[src/rtl/prefix_cmp.sv]
module prefix_cmp #(
  parameter int WIDTH = 8
) (
  input  logic [WIDTH-1:0] op_a,
  input  logic [WIDTH-1:0] op_b,
  output logic [WIDTH-1:0] greater_bus,
  output logic [WIDTH-1:0] lesser_bus,
  output logic             sum_g,
  output logic             sum_l,
  output logic             is_gt,
  output logic             is_lt,
  output logic             is_eq,
  output logic             bad_code
);
  localparam int GROUPS = WIDTH / 4;

  logic [WIDTH-1:0]  diff;
  logic [WIDTH-1:0]  sel;
  logic [GROUPS-1:0] grp_quiet;
  logic [GROUPS-1:0] upper_quiet;
  logic [GROUPS-1:0] grp_g;
  logic [GROUPS-1:0] grp_l;

  assign diff = op_a ^ op_b;

  for (genvar g = 0; g < GROUPS; g++) begin : g_grp
    assign grp_quiet[g] = ~|diff[4*g +: 4];
    assign grp_g[g]     = |greater_bus[4*g +: 4];
    assign grp_l[g]     = |lesser_bus[4*g +: 4];
  end

  always_comb begin
    upper_quiet[GROUPS-1] = 1'b1;
    for (int g = GROUPS - 2; g >= 0; g--)
      upper_quiet[g] = upper_quiet[g+1] & grp_quiet[g+1];
  end

  for (genvar g = 0; g < GROUPS; g++) begin : g_pos
    for (genvar j = 0; j < 4; j++) begin : g_bit
      localparam int K = 4 * g + j;
      logic in_grp_quiet;
      if (j == 3) begin : g_top
        assign in_grp_quiet = 1'b1;
      end else begin : g_low
        assign in_grp_quiet = ~|diff[4*g+3 : K+1];
      end
      assign sel[K]         = upper_quiet[g] & in_grp_quiet & diff[K];
      assign greater_bus[K] = sel[K] ? op_a[K] : 1'b0;
      assign lesser_bus[K]  = sel[K] ? op_b[K] : 1'b0;
    end
  end

  assign sum_g    = |grp_g;
  assign sum_l    = |grp_l;
  assign is_gt    = sum_g & ~sum_l;
  assign is_lt    = ~sum_g & sum_l;
  assign is_eq    = ~sum_g & ~sum_l;
  assign bad_code = sum_g & sum_l;

  always_comb begin

    greater_onehot_chk: assert ($onehot0(greater_bus)) else $error("greater bus has several bits");

    lesser_onehot_chk: assert ($onehot0(lesser_bus)) else $error("lesser bus has several bits");

    equal_quiet_chk: assert (op_a != op_b || (greater_bus == '0 && lesser_bus == '0))
      else $error("equal operands left a code on a bus");

    no_both_chk: assert (!(sum_g && sum_l)) else $error("both summary bits set");

    gt_order_chk: assert (!is_gt || op_a > op_b) else $error("greater flag with op_a not greater");

    lt_order_chk: assert (!is_lt || op_a < op_b) else $error("less flag with op_a not less");
  end
endmodule

[config.mk]
export PLATFORM = sky130hd
export DESIGN_NAME = prefix_cmp
export DESIGN_NICKNAME = d
export VERILOG_FILES = /design/src/rtl/prefix_cmp.sv
export SDC_FILE = /design/constraint.sdc
export NUM_CORES = 1
export LEC_CHECK = 0
export CORE_AREA = 5 5 42 44
export DETAILED_ROUTE_END_ITERATION = 10
export DIE_AREA = 0 0 47 49
export PLACE_DENSITY = 0.82
export RECOVER_POWER = 50
export REMOVE_ABC_BUFFERS = 1
export SYNTH_ARGS = -nofsm -noshare
export SYNTH_HDL_FRONTEND = slang
export SYNTH_SLANG_ARGS = --single-unit
[constraint.sdc]
create_clock -name vclk -period 4.9
set_clock_uncertainty 0.05 [all_clocks]
set_input_delay 0.98 -clock vclk [all_inputs]
set_output_delay 0.98 -clock vclk [all_outputs]
set_load 0.1 [all_outputs]
==> impl_metrics.ini <==
[route]
drt_first_pass_iters = 3
ant_nets = 0
wl_met2_um = 641
dr_wl_met3_um = 151
m1WireLength_um = 494
num_vias = 536
routed_via_density = 4.743
drc_errors = 0
dr.first_iter.drc_count = 4
drt-total-wl_um = 1287
top_layer_used = met3
avgRoutedWirePerCell_um = 11.39

[power_and_ir_drop]
seqPwrFrac_pct = 0
vdd_drop_max_mv = 0.07935
pwr-share-comb_pct = 100.0
p_int_uw = 53.07
swShare_pct = 66.67
static-leakage-power_nw = 0.3648
switchingPower_uw = 106.1
power.clock.fraction_pct = 0
power_per_cell_area_mw_per_mm2 = 186.6
power_uw = 159.2

[final_layout]
regArea_um2 = 0
layout.nets = 117
fillers = 142
drive_above_1_share_pct = 23.71
diodes = 0
finalInstanceArea_um2 = 853.3
syn2layout_area_growth_pct = 83.33
seq_cell_count = 0
clock_buffers = 0

[worst_setup_path]
required_ns = 3.87
endpoint = lesser_bus[0]
worstPathMaxFanout = 5
arrival_ns = 3.42
max_stage_delay_ns = 0.89
path_cells = clkdlybuf4s50_1 > nor2b_1 > or4_4 > nor4b_4 > clkbuf_1
cp_slowest_cell = clkbuf_1
endpoint_kind = primary output
start_kind = input pin
startpoint = op_a[4]
crit_type = input pin to primary output

[synth]
syn-cell-area_um2 = 465.4
synth.yosys.seq_area_share_pct = 0
syn_area_per_cell_um2 = 7.757
ys_types = 27
synth_top_area_share_pct = 10.22
yosys_warnings = 0
yosys.area.top_type = nor4b_4
synth.area.top_cells = nor4b_4 10%, maj3_1 6.5%, nor2_1 6.5%
syn_inst = 60

[global_routing]
overflow = 0
first_global_vias = 479
grt_pass1_wl_um = 2007
antenna_found_initial = 0
grt_max_degree = 10
track_usage_pct = 10.67

[outcome]
status = completed

[clocking]
post_cts_buffers = 0
holdBufCountCts = 0
ctsResizeCount = 0

[timing]
rsz0062_at_grt = false
min_period_over_period_pct = 90.81
post-route-min-period_ns = 4.450
setup_viol = 0
maxSlewViolCount = 0
worstMarginPinSlew_ns = 1.179
fin_tns_setup_ns = 0
relSlewSlack_pct = 21.71
finalHoldViolations = 0
fmax_mhz = 224.7

[floorplan]
die_h_um = 49
core_area_mm2 = 0.001401
num_io_pins = 38
start_util_pct = 33.21
fp.dieW_um = 47
fp-row-count = 14
die-area_mm2 = 0.002303

[flow_run]
cap_violations = 0

[place]
placed_cell_area_um2 = 894.6
dpl.hpwl_um = 1171
portBuffers = 38
place_congestion = 0.7214

[hold_path]
min_from = op_b[2]
min_path_type = input pin to primary output
[final cells by class]
cell class / instances / area (µm²) / area share, %
Multi-Input combinational cell: 52 / 430.4 / 50.44
Timing Repair Buffer: 38 / 376.6 / 44.13
Inverter: 7 / 26.28 / 3.079
Tap cell: 16 / 20.02 / 2.346
[cells in the mapped netlist]
library cell and number:
nor4b_4 2, xnor2_1 2, and3_1 2, nor2b_4 1, ha_1 2, or4b_4 1, and2_1 1, maj3_1 3
clkbuf_1 1, nor2b_1 4, a211oi_1 2, xor2_1 2, nand4_2 1, nand2_1 4, or4_1 1, inv_1 7
nor4_4 1, a211o_1 1, nor4_2 1, or2b_1 1, xnor2_2 1, nand2b_1 4, nor2_1 8, nor4_1 2
nand3_2 1, or4_4 2, a21oi_1 2
[through the flow]
| step | hold slack, ns | std cells | utilization, % | setup slack [ns] |
|---|---|---|---|---|
| after floorplan | 2.026 | 59 | - | -1.582 |
| after global placement | 2.705 | 113 | 63.84 | 0.6532 |
| after detailed placement | 2.713 | 113 | 63.84 | 0.6227 |
| after CTS | 2.713 | 113 | 63.84 | 0.6242 |
| after global routing | 2.756 | 113 | 60.89 | 0.3499 |
| final | 2.708 | 113 | 60.89 | 0.4501 |
[power by group through the flow]
stage	registers, mW	logic, mW	clock network, mW
2_1_floorplan	0	0.109	0
3_3_place_gp	0	0.162	0
3_5_place_dp	0	0.163	0
4_1_cts	0	0.163	0
5_1_grt	0	0.166	0
6_report	0	0.159	0
[routing by layer]
metal	GRT usage [%]	up-vias
li1	-	288
met1	14.35	226
met3	1.476	0
met5	0	-
met2	18.55	22
met4	0	0
[placed cells by master (no fill, tap or decap), types with 2 or more instances in the layout]
cell	Yosys	final
a211oi_1	2	2
or4_4	2	2
clkbuf_1	1	9
and3_1	2	2
buf_12	0	7
nand2_1	4	4
clkdlybuf4s50_1	0	16
xor2_1	2	2
nor4b_4	2	2
nor4_1	2	2
nor2b_1	4	4
xnor2_1	2	2
inv_1	7	7
maj3_1	3	3
a21oi_1	2	2
nand2b_1	4	4
ha_1	2	2
nor2_1	8	8
buf_4	0	5
[cells by family after synthesis]
kind of cell / share of synthesized area (%)
buf+inv: 6.452
simple gates: 63.44
xor+xnor: 11.02
fa+ha+maj: 11.83
compound gates: 7.258
[worst max-delay path: cells and delay by family]
| family | cells | cell delay [ns] |
|---|---|---|
| AND/OR/NAND/NOR | 3 | 1.09 |
| buffers and inverters | 2 | 1.34 |
[how the worst min path moves through the flow]
stage	end	slack [ns]	cells after the start
2_1_floorplan	lesser_bus[0]	2.03	1
3_3_place_gp	lesser_bus[2]	2.70	4
3_5_place_dp	lesser_bus[2]	2.71	4
4_1_cts	lesser_bus[2]	2.71	4
5_1_grt	greater_bus[3]	2.76	4
6_report	lesser_bus[2]	2.71	4
Note: power is estimated with default switching activity, not from simulation.
